## src/rtl/pwm_pair_clksrc_pkg.sv

```systemverilog
package pwm_pair_clksrc_pkg;
  localparam int EXP_W   = 4;
  localparam int EXP_LSB = 0;
  localparam int GATE_BIT   = 4;
  localparam int BYP_EVEN_BIT = 5;
  localparam int BYP_ODD_BIT  = 6;
  localparam int SEL_BIT    = 7;

  typedef struct packed {
    logic             refTick;
    logic             gateOn;
    logic [EXP_W-1:0] divExp;
  } pairStrobe_t;
endpackage

```

## src/rtl/pwm_pair_clksrc_ctrl.sv

```systemverilog
module pwm_pair_clksrc_ctrl
  import pwm_pair_clksrc_pkg::*;
#(
  parameter int CFG_W   = 8,
  parameter int MAX_EXP = 8
) (
  input  logic             clk,
  input  logic             rstN,
  input  logic             oscTick,
  input  logic             busTick,
  input  logic [CFG_W-1:0] cfgWord,
  input  logic             wrapNow,
  output pairStrobe_t      strobes,
  output logic             bypassEven,
  output logic             bypassOdd
);
  localparam logic [EXP_W-1:0] EXP_CAP = EXP_W'(MAX_EXP);

  logic             actSel;
  logic [EXP_W-1:0] actM;
  logic [EXP_W-1:0] cfgExp;
  logic [EXP_W-1:0] expClamp;
  logic             cfgGate;
  logic             reload;

  assign cfgExp   = cfgWord[EXP_LSB +: EXP_W];
  assign expClamp = (cfgExp > EXP_CAP) ? EXP_CAP : cfgExp;
  assign cfgGate  = cfgWord[GATE_BIT];
  assign reload   = !cfgGate || wrapNow;

  always_ff @(posedge clk or negedge rstN) begin
    if (!rstN) begin
      actSel     <= 1'b0;
      actM       <= '0;
      bypassEven <= 1'b0;
      bypassOdd  <= 1'b0;
    end else begin
      bypassEven <= cfgWord[BYP_EVEN_BIT];
      bypassOdd  <= cfgWord[BYP_ODD_BIT];
      if (reload) begin
        actSel <= cfgWord[SEL_BIT];
        actM   <= expClamp;
      end
    end
  end

  always_comb begin
    strobes.refTick = actSel ? busTick : oscTick;
    strobes.gateOn  = cfgGate;
    strobes.divExp  = actM;
  end

  // settings frozen while the gate is on, except at a divided-tick boundary
  p_hold_settings_r6: assert property (@(posedge clk) disable iff (!rstN)
    (cfgGate && !wrapNow) |=> ($stable(actM) && $stable(actSel)));

  // the active exponent never exceeds the cap
  p_exp_cap_r4: assert property (@(posedge clk) disable iff (!rstN)
    actM <= EXP_CAP);
endmodule

```

## src/rtl/pwm_pair_clksrc_dp.sv

```systemverilog
module pwm_pair_clksrc_dp
  import pwm_pair_clksrc_pkg::*;
#(
  parameter int MAX_EXP = 8
) (
  input  logic        clk,
  input  logic        rstN,
  input  pairStrobe_t strobes,
  output logic        wrapNow,
  output logic        srcTick
);
  localparam int CNT_W = (MAX_EXP < 1) ? 1 : MAX_EXP;
  localparam logic [CNT_W-1:0] ALL_ONES = {CNT_W{1'b1}};

  logic [CNT_W-1:0] cnt;
  logic [CNT_W-1:0] lim;
  logic [EXP_W-1:0] shiftAmt;

  assign shiftAmt = EXP_W'(CNT_W) - strobes.divExp;
  assign lim      = ALL_ONES >> shiftAmt;
  assign wrapNow  = strobes.gateOn && strobes.refTick && (cnt == lim);

  always_ff @(posedge clk or negedge rstN) begin
    if (!rstN) begin
      cnt     <= '0;
      srcTick <= 1'b0;
    end else if (!strobes.gateOn) begin
      cnt     <= '0;
      srcTick <= 1'b0;
    end else if (strobes.refTick) begin
      if (cnt == lim) begin
        cnt     <= '0;
        srcTick <= 1'b1;
      end else begin
        cnt     <= cnt + 1'b1;
        srcTick <= 1'b0;
      end
    end else begin
      srcTick <= 1'b0;
    end
  end

  // gate closed means no tick and a cleared count on the next cycle
  p_gate_quiet_r2: assert property (@(posedge clk) disable iff (!rstN)
    !strobes.gateOn |=> (!srcTick && cnt == '0));

  // every output tick follows a tick of the selected reference
  p_tick_from_ref_r1: assert property (@(posedge clk) disable iff (!rstN)
    srcTick |-> $past(strobes.refTick));

  // the count stays within the current division limit
  p_cnt_bound_r3: assert property (@(posedge clk) disable iff (!rstN)
    cnt <= lim);
endmodule

```

## src/rtl/pwm_pair_clksrc.sv

```systemverilog
module pwm_pair_clksrc
  import pwm_pair_clksrc_pkg::*;
#(
  parameter int CFG_W   = 8,
  parameter int MAX_EXP = 8
) (
  input  logic             clk,
  input  logic             rstN,
  input  logic             oscTick,
  input  logic             busTick,
  input  logic [CFG_W-1:0] cfgWord,
  output logic             srcTick,
  output logic             bypassEven,
  output logic             bypassOdd
);
  pairStrobe_t strobes;
  logic        wrapNow;

  pwm_pair_clksrc_ctrl #(.CFG_W(CFG_W), .MAX_EXP(MAX_EXP)) ctrl_i (
    .clk        (clk),
    .rstN       (rstN),
    .oscTick    (oscTick),
    .busTick    (busTick),
    .cfgWord    (cfgWord),
    .wrapNow    (wrapNow),
    .strobes    (strobes),
    .bypassEven (bypassEven),
    .bypassOdd  (bypassOdd)
  );

  pwm_pair_clksrc_dp #(.MAX_EXP(MAX_EXP)) dp_i (
    .clk     (clk),
    .rstN    (rstN),
    .strobes (strobes),
    .wrapNow (wrapNow),
    .srcTick (srcTick)
  );

  // bypass flags mirror their configuration bits one cycle later
  p_bypass_follow_r5: assert property (@(posedge clk) disable iff (!rstN)
    ##1 (bypassEven == $past(cfgWord[BYP_EVEN_BIT])) &&
        (bypassOdd  == $past(cfgWord[BYP_ODD_BIT])));
endmodule

```

## config.mk

```make
export PLATFORM = sky130hd
export DESIGN_NAME = pwm_pair_clksrc
export DESIGN_NICKNAME = d
export VERILOG_FILES = /design/src/rtl/pwm_pair_clksrc_pkg.sv /design/src/rtl/pwm_pair_clksrc_ctrl.sv /design/src/rtl/pwm_pair_clksrc_dp.sv /design/src/rtl/pwm_pair_clksrc.sv
export SDC_FILE = /design/constraint.sdc
export NUM_CORES = 1
export LEC_CHECK = 0
export ABC_AREA = 1
export BUFFER_PORTS_ARGS = -buffer_cell sky130_fd_sc_hd__buf_2
export CAP_MARGIN = 20
export CORE_MARGIN = 2
export CORE_UTILIZATION = 50
export CTS_CLUSTER_SIZE = 28
export DETAILED_ROUTE_END_ITERATION = 12
export PLACE_DENSITY = 0.82
export SKIP_CTS_REPAIR_TIMING = 1
export SLEW_MARGIN = 20
export SYNTH_ARGS = -nofsm -noshare
export SYNTH_HDL_FRONTEND = slang
export SYNTH_SLANG_ARGS = --single-unit
```

## constraint.sdc

```tcl
create_clock -name clk -period 2.1 [get_ports clk]
set_clock_uncertainty 0.2 [all_clocks]
set_input_delay 0.105 -clock clk [delete_from_list [all_inputs] [get_ports clk]]
set_output_delay 0.105 -clock clk [all_outputs]
set_load 0.02 [all_outputs]
```

==> impl_results.md, run 1 <==
- Status: finished clean
- # fillers: 118
- H-tree depth: 1
- Post-Syn Area per Cell: around 7.7 um^2
- Worst Hold Slack: ~0.020 ns
- Final Slew Violations: 0
- Max-slew headroom: 0.6463
- Synth area leader: dfrtp_1
- Post-layout min period: 2.070 ns
- Final Cycle Share: 0.9858
- Worst Tran Pin Value: 0.5286 ns
- DRC violations left: 0
- Net Count, Synth: around 160
- Share of cells above drive strength 1: 0.2738
- IO buf count: 14
- Hold/Removal Path Class: in -> async
- CTS Buf Count: 3
- Pre-CTS WS: -0.0005195 ns
- Worst R2R End: ctrl_i.actM[0]
- PD cells: 628.9 nW/um^2
- Worst skew pair latency: roughly 0.3 ns
- GRT Total Usage: 0.2099
- Startpoint Class: flip-flop
- CP max FO: 7
- First DRT Iteration DRCs: 44
- Yosys top cell area share: 0.3769
- Reg clk slew, reported paths: 0.11 ns
- DRT antenna net count: 0
- Cell area after synthesis: 1062 um^2
- Max VDD drop: 572.0 uV
- Crit Path Category: reg -> reg
- Via density: 5.344
- Design Area, Final: approximately 1400 um^2
- Final hold viol count: 0
- Final setup violating endpoints: 0
- Count of cell types in the netlist: 23
- Slowest CP cell: dfrtp_1
- DRT Wirelength: 2660 um
- CP Capture Point: ctrl_i.actM[0]
- Power Total: 0.8703 mW
- Cell Rows: 16
- Setup ws final: between 0.02 and 0.03 ns
- Largest net degree at the start of global routing: 17
- Die H: approximately 50 um
- Crit-path max cell delay: 0.41 ns
- Synth warn: 0
- Vias: between 1000 and 1500
- Total gr overflow: 0
- First-pass GRT wire length: just under 4000 um
- WL/cell: 13.64 um
- Core box area: 1982 um^2
- FFs w/ async S/R, synth: 1.000
- Sequential cell area: 400.4 um^2
- Cells after Synth: 138
- CP required: about 2.2 ns
- Top cell by count, worst path: nand2_1
- Vias in the first global route: 962
- Area delta synth->final: 30.27%
- Chip width: 50.09 um
- DIE AREA: 2509 um^2
- Multi-input logic area: 636.9 um^2
- Max-cap violations: 0
- Placed Area: around 1200 um^2
- Starting Density: 0.5360
- Clock Sinks: 16
- Crit-path cells: inv_1 > ha_4 > ha_4 > inv_1 > nand3_1 > nand2_1 > nand2_1 > nor2_4 > nand4_4 > nand2_4 > nand2_1 > nand2_1
- FF-to-FF Start: ctrl_i.actM[1]
- #FFs+latches synth: 16
- Worst-case clock buffer depth: 2
- R2R depth: 12
- Synth top cells by count: 36 x nand2_1, 20 x nand3_1, 19 x inv_1
- Io pins: 15
- R2r setup slk: 0.03 ns
- Leakage: 0.6821 nW
- Sequential area share after synthesis: 0.3769
- Highest Signal Layer: met4
- Placed Cells: 180
- N_diodes: 0
- CTS root buffer: clkbuf_4
- Sum of routed wire segments on met1: around 1000 um
- CTS tree: built
- Number of synthesized flops with an enable pin: 0
- Initial antenna violation count: 0
- Routed length on met3: roughly 190 um
- Most common cell in the netlist: nand2_1
- Critical Path Start: ctrl_i.actM[1]
- NumNets Final: approximately 190
- CP endpoint kind: flip-flop
- Met2 wire len: roughly 1400 um
- Fmax: around 480 MHz
- Final HPWL DP: 1697 um
- Post-Layout Cell Count: slightly below 200
- DRT Pass-1 Iters: 4
- Synth top area cells: dfrtp_1 38%, nand2_1 13%, nand3_1 9.4%
- Final GP Congestion: around 0.89
- Ys flop type: dfrtp_1
- Critical path arrival: roughly 2.1 ns
- RSZ-0062 raised after global routing: true
## area by class of cell
class                   count  area share
multi-input cells          99      0.4602
inverters                  22     0.05967
well taps                  27     0.02441
clock buffers               4     0.02622
flip-flops and latches     16      0.2893
repair buffers             27      0.1401
## metal layers
layer	vias to the layer above	GRT usage
li1	500	-
met1	491	0.2370
met2	42	0.3882
met3	9	0.03939
met4	0	0.06944
met5	-	0
## worst min-delay path by stage
stage,startpoint,endpoint
floorplan,rstN,ctrl_i.actM[0]
global placement,rstN,dp_i.cnt[5]
detailed placement,rstN,dp_i.cnt[5]
CTS,rstN,dp_i.cnt[7]
global route,rstN,dp_i.cnt[7]
finish,rstN,dp_i.cnt[7]
## per-stage QoR
| stage | util | TNS (ns) |
|---|---|---|
| after global routing | 0.6982 | -0.2616 |
| after global placement | 0.5922 | 0 |
| after CTS | 0.6105 | -0.2336 |
| final | 0.6982 | 0 |
| after floorplan | - | 0 |
| after detailed placement | 0.5922 | -0.0005195 |
## where the power goes
| group | leakage (nW) | switching, mW | total (mW) | internal, mW |
|---|---|---|---|---|
| combinational | 0.450 | 0.185 | 0.308 | 0.123 |
| sequential | 0.211 | 0.0216 | 0.348 | 0.326 |
| clock | 0.0210 | 0.109 | 0.215 | 0.106 |
| total | 0.682 | 0.315 | 0.870 | 0.555 |
## registers in the layout, summed over array words and instances, names as in the netlist
name,flops
ctrl_i.actM,4
ctrl_i.bypassEven,1
dp_i.cnt,8
dp_i.srcTick,1
ctrl_i.bypassOdd,1
ctrl_i.actSel,1
## layout by cell type, fill, tap and decap left out, types with 2 or more instances in the layout
cell / n
ha_4: 2
xor2_1: 5
nand2_1: 31
inv_2: 3
nand3_1: 20
nor2_1: 5
o21ai_1: 7
ha_1: 3
clkbuf_4: 3
nor2_4: 4
nand2_2: 7
dlygate4sd3_1: 9
nand2_4: 4
buf_2: 14
inv_1: 19
buf_4: 3
nor3_1: 3
dfrtp_1: 16
## critical path, delay by kind of cell, from the launching register on
kind                       cells  cell delay, ns
and+or+nand+nor                8            0.86
DFF                            1            0.41
buffers and inverters          2            0.19
adders and majority gates      2            0.34
## cell families (layout without fill, tap and decap cells)
family,Yosys count,after routing,share of synthesized area
multiplexers,1,1,0.01060
AO/OA/AOI/OAI,10,10,0.05300
AND/OR/NAND/NOR,77,77,0.3663
adder cells (fa/ha/maj),5,5,0.05889
buffers and inverters,23,53,0.08481
XOR/XNOR,6,6,0.04947
flip-flops,16,16,0.3769
Power figures use the tool's default switching activity.
==> run 2, diff against run 1 <==
- SETUP_SLACK_MARGIN: not set -> 0.15
==> run 2 against run 1 <==
Worst setup slack better by 0.0055 ns; non-clock buffer count stayed put; die area stayed put; critical path type unchanged; largest cell class unchanged.
==> impl_results.md, run 2 (synthesis results as in run 1) <==
- RSZ-0062 raised after global routing: true
- Largest net degree at the start of global routing: 17
- DRC violations left: 0
- Final Slew Violations: 0
- Core box area: 1982 um^2
- Status: finished clean
- Vias in the first global route: 962
- NumNets Final: 186
- DRT Pass-1 Iters: 4
- Worst Hold Slack: 0.04518 ns
- Startpoint Class: flip-flop
- Max VDD drop: 517.1 uV
- Crit Path Category: reg -> reg
- Regs by FF count: dp_i.cnt: 8 flops, ctrl_i.actM: 4 flops
- CP Buf/Inv Count: 1
- Final Cycle Share: 0.9832
- Critical path arrival: ~2.1 ns
- Crit-path cells: inv_2 > ha_4 > ha_4 > nand2_2 > nand3_1 > nand2_1 > nand2_2 > nor2_4 > nand4_4 > nand2_4 > nand2_1 > nand2_1
- DIE AREA: 2509 um^2
- CTS root buffer: clkbuf_4
- CP required: 2.14 ns
- Max-cap violations: 0
- Final setup violating endpoints: 0
- Worst skew pair latency: 0.30 ns
- R2r setup slk: 0.04 ns
- Placed Cells: 180
- Post-layout min period: between 2 and 2.5 ns
- Power Total: ~0.90 mW
- Hold/Removal Path Class: in -> async
- Commonest non-fill, non-tap cells in the layout: 26 x nand2_1, 17 x inv_1, 17 x nand3_1
- Commonest non-fill, non-tap cell in the layout: nand2_1
- IO buf count: 14
- Top delay family on crit path: simple AND/OR/NAND/NOR gates
- GRT Total Usage: 0.2134
- H-tree depth: 1
- First DRT Iteration DRCs: 32
- Worst-case clock buffer depth: 2
- DRT Wirelength: ~2800 um
- Via density: 5.369
- WL/cell: 14.18 um
- Area delta synth->final: 32.63%
- Post-Layout Cell Count: 195
- Starting Density: 0.5360
- Placed Area: between 1000 and 1500 um^2
- Worst Tran Pin Value: 0.5038 ns
- R2R depth: 12
- Worst R2R End: ctrl_i.actM[0]
- CP endpoint kind: flip-flop
- Chip width: 50.09 um
- Total gr overflow: 0
- FF-to-FF Start: ctrl_i.actM[1]
- Setup_tns: 0 ns
- Largest register by flop count: dp_i.cnt
- Clock Sinks: 16
- # fillers: 130
- Final HPWL DP: 1687 um
- Final GP Congestion: 0.8493
- Top cell by count, worst path: nand2_1
- CTS Buf Count: 3
- Io pins: 15
- Fmax: 484.3 MHz
- DRT antenna net count: 0
- Initial antenna violation count: 0
- Max reg flops: 8
- First-pass GRT wire length: around 4000 um
- Die H: ~50 um
- Share of cells above drive strength 1: 0.3393
- Cell Rows: 16
- Reg clk slew, reported paths: 0.10 ns
- Max-slew headroom: 0.6629
- Vias: 1047
- Critical path depth: 12
- Leakage: 0.6841 nW
- N_diodes: 0
- Final hold viol count: 0
- Crit-path max cell delay: 0.41 ns
- PD cells: 638.5 nW/um^2
- Slowest CP cell: dfrtp_1
- CP max FO: 7
- CTS tree: built
- Design Area, Final: 1409 um^2
==> run 2: report_power, final <==
group	internal [mW]	total, mW	switching (mW)
clock network	0.106	0.211	0.105
logic	0.137	0.342	0.205
registers	0.326	0.347	0.0206
==> run 2: worst max path at each step <==
stage                              start             end  slack (ns)
after CTS                 ctrl_i.actM[0]   ctrl_i.actSel        0.01
after floorplan           ctrl_i.actM[1]     dp_i.cnt[0]        0.20
after global routing      ctrl_i.actM[1]  ctrl_i.actM[1]       -0.08
after detailed placement  ctrl_i.actM[1]   ctrl_i.actSel        0.06
after global placement    ctrl_i.actM[1]  ctrl_i.actM[0]        0.14
final                     ctrl_i.actM[1]  ctrl_i.actM[0]        0.04
==> run 2: worst reg2reg max path, stage by stage, from the launching register on <==
cell,delay (ns)
dfrtp_1,0.41
inv_2,0.08
ha_4,0.17
ha_4,0.23
nand2_2,0.09
nand3_1,0.09
nand2_1,0.08
nand2_2,0.07
nor2_4,0.13
nand4_4,0.18
nand2_4,0.15
nand2_1,0.06
nand2_1,0.06
==> run 2: stage by stage <==
stage | worst slack [ns] | utilization
after global routing | -0.08468 | 0.7109
final | 0.03529 | 0.7109
after global placement | 0.1412 | 0.6023
after CTS | 0.01182 | 0.6206
after detailed placement | 0.05670 | 0.6023
after floorplan | 0.1952 | -
==> run 2: layer usage <==
metal	vias to the layer above	GRT usage	wire length (um)
met5	-	0	0
met2	34	0.3684	1409
met3	8	0.03939	123
met4	0	0.09722	70
li1	498	-	-
met1	507	0.2534	1163
==> run 2: final cells by class <==
cell class,count,area (um^2),share of cell area
clock buffers,4,36.28,0.02575
inverters,22,82.58,0.05861
multi-input cells,99,661.9,0.4698
flip-flops and latches,16,400.4,0.2842
well taps,27,33.78,0.02398
repair buffers,27,193.9,0.1377
==> run 3, diff against run 2 <==
- clock period: 2.1 -> 2.3 ns (I/O delays scaled with it)
==> run 3 against run 2 <==
First-iteration DRC count up 69%; routed wire length down 5.6%; combinational power down 19%; highest routed layer unchanged.
==> impl_results.md, run 3 (synthesis results as in run 1) <==
- Chip width: 50.09 um
- Reg clk slew, reported paths: 0.10 ns
- Worst Tran Pin Value: around 0.53 ns
- GRT Total Usage: 0.2024
- Largest register by flop count: dp_i.cnt
- N_diodes: 0
- Status: finished clean
- Post-layout min period: about 2.1 ns
- Commonest non-fill, non-tap cells in the layout: 31 x nand2_1, 18 x inv_1, 18 x nand3_1
- CP max FO: 7
- Leakage: 0.6698 nW
- Critical path arrival: 2.09 ns
- Startpoint Class: flip-flop
- R2R depth: 12
- Final HPWL DP: between 1500 and 2000 um
- Vias in the first global route: 992
- DRT Pass-1 Iters: 4
- IO buf count: 14
- First-pass GRT wire length: 4002 um
- CTS root buffer: clkbuf_4
- Via density: 5.397
- Fmax: 484.3 MHz
- CTS tree: built
- Regs by FF count: dp_i.cnt: 8 flops, ctrl_i.actM: 4 flops
- Final GP Congestion: 0.9117
- Initial antenna violation count: 0
- Commonest non-fill, non-tap cell in the layout: nand2_1
- Final Cycle Share: 0.8978
- Core box area: between 1500 and 2000 um^2
- Critical Path Start: ctrl_i.actM[1]
- H-tree depth: 1
- First DRT Iteration DRCs: 54
- RSZ-0062 raised after global routing: false
- DRC violations left: 0
- Crit Path Category: reg -> reg
- Worst-case clock buffer depth: 2
- Placed Area: between 1000 and 1500 um^2
- CP Capture Point: ctrl_i.actM[1]
- Area delta synth->final: 28.03%
- NumNets Final: ~190
- DIE AREA: 2509 um^2
- DRT antenna net count: 0
- Max reg flops: 8
- Share of cells above drive strength 1: 0.2874
- Io pins: 15
- Design Area, Final: 1360 um^2
- Final Slew Violations: 0
- Max VDD drop: 628.3 uV
- Die H: between 50 and 60 um
- FF-to-FF Start: ctrl_i.actM[1]
- Final hold viol count: 0
- Vias: 1047
- Max-slew headroom: 0.6464
- # fillers: between 100 and 150
- Largest net degree at the start of global routing: 17
- Worst R2R End: ctrl_i.actM[1]
- Starting Density: 0.5360
- Utilization after layout: 0.6862
- Final setup violating endpoints: 0
- CP endpoint kind: flip-flop
- Clock Sinks: 16
- R2r setup slk: roughly 0.24 ns
- Power Total: 0.7858 mW
- Setup_tns: 0 ns
- DRT Wirelength: approximately 2600 um
- Worst skew pair latency: 0.29 ns
- Cell Rows: 16
- WL/cell: 13.45 um
- PD cells: 577.8 nW/um^2
- Hold/Removal Path Class: in -> async
- CTS Buf Count: 3
- Total gr overflow: 0
- CP required: 2.33 ns
- Max-cap violations: 0
-- run 3: cell types whose count changed in the layout (fill, tap and decap cells not counted), sizes merged --
cell	previous run	this run
buf	18	17
-- run 3: final cells by class --
class | count | area (um^2) | area share
Tap cell | 27 | 33.78 | 0.02484
Timing Repair Buffer | 26 | 182.7 | 0.1343
Clock buffer | 4 | 36.28 | 0.02668
Sequential cell | 16 | 400.4 | 0.2944
Inverter | 22 | 82.58 | 0.06072
Multi-Input combinational cell | 99 | 624.3 | 0.4591
-- run 3: power breakdown --
group | internal, mW | switching [mW] | leakage (nW) | total, mW
combinational | 0.110 | 0.169 | 0.438 | 0.278
sequential | 0.298 | 0.0206 | 0.211 | 0.318
clock | 0.0965 | 0.0927 | 0.0210 | 0.189
total | 0.504 | 0.282 | 0.670 | 0.786
-- run 3: worst min-delay path by stage --
stage,start,cells past startpoint,end
2_1_floorplan,rstN,0,ctrl_i.actM[0]
3_3_place_gp,rstN,1,dp_i.cnt[5]
3_5_place_dp,rstN,1,dp_i.cnt[3]
4_1_cts,rstN,1,dp_i.cnt[3]
5_1_grt,rstN,2,dp_i.cnt[5]
6_report,rstN,2,dp_i.cnt[7]
-- run 3: layer usage --
| layer | vias to the layer above | wire length [um] | global-route usage | part of all wire |
|---|---|---|---|---|
| met4 | 0 | 110 | 0.05093 | 0.042 |
| met3 | 18 | 155 | 0.03030 | 0.059 |
| met1 | 479 | 999 | 0.2337 | 0.38 |
| met5 | - | 0 | 0 | 0 |
| met2 | 55 | 1346 | 0.3816 | 0.52 |
| li1 | 495 | - | - | - |
-- run 3: critical path: stages, from the launching register on --
cell     delay, ns
dfrtp_1       0.44
inv_2         0.08
ha_4          0.17
ha_4          0.22
inv_1         0.07
nand3_1       0.08
nand2_1       0.07
nand2_1       0.08
nor2_4        0.14
nand4_4       0.18
nand2_4       0.13
nand2_1       0.07
nand2_1       0.07
-- run 3: per-stage QoR --
| stage | hold WS (ns) | setup WS, ns | cells |
|---|---|---|---|
| floorplan | -0.3806 | 0.3497 | 138 |
| finish | 0.05229 | 0.2350 | 194 |
| global placement | -0.1615 | 0.2139 | 178 |
| global route | 0.09308 | 0.1146 | 194 |
| detailed placement | -0.1483 | 0.1457 | 178 |
| CTS | -0.4647 | 0.1246 | 182 |
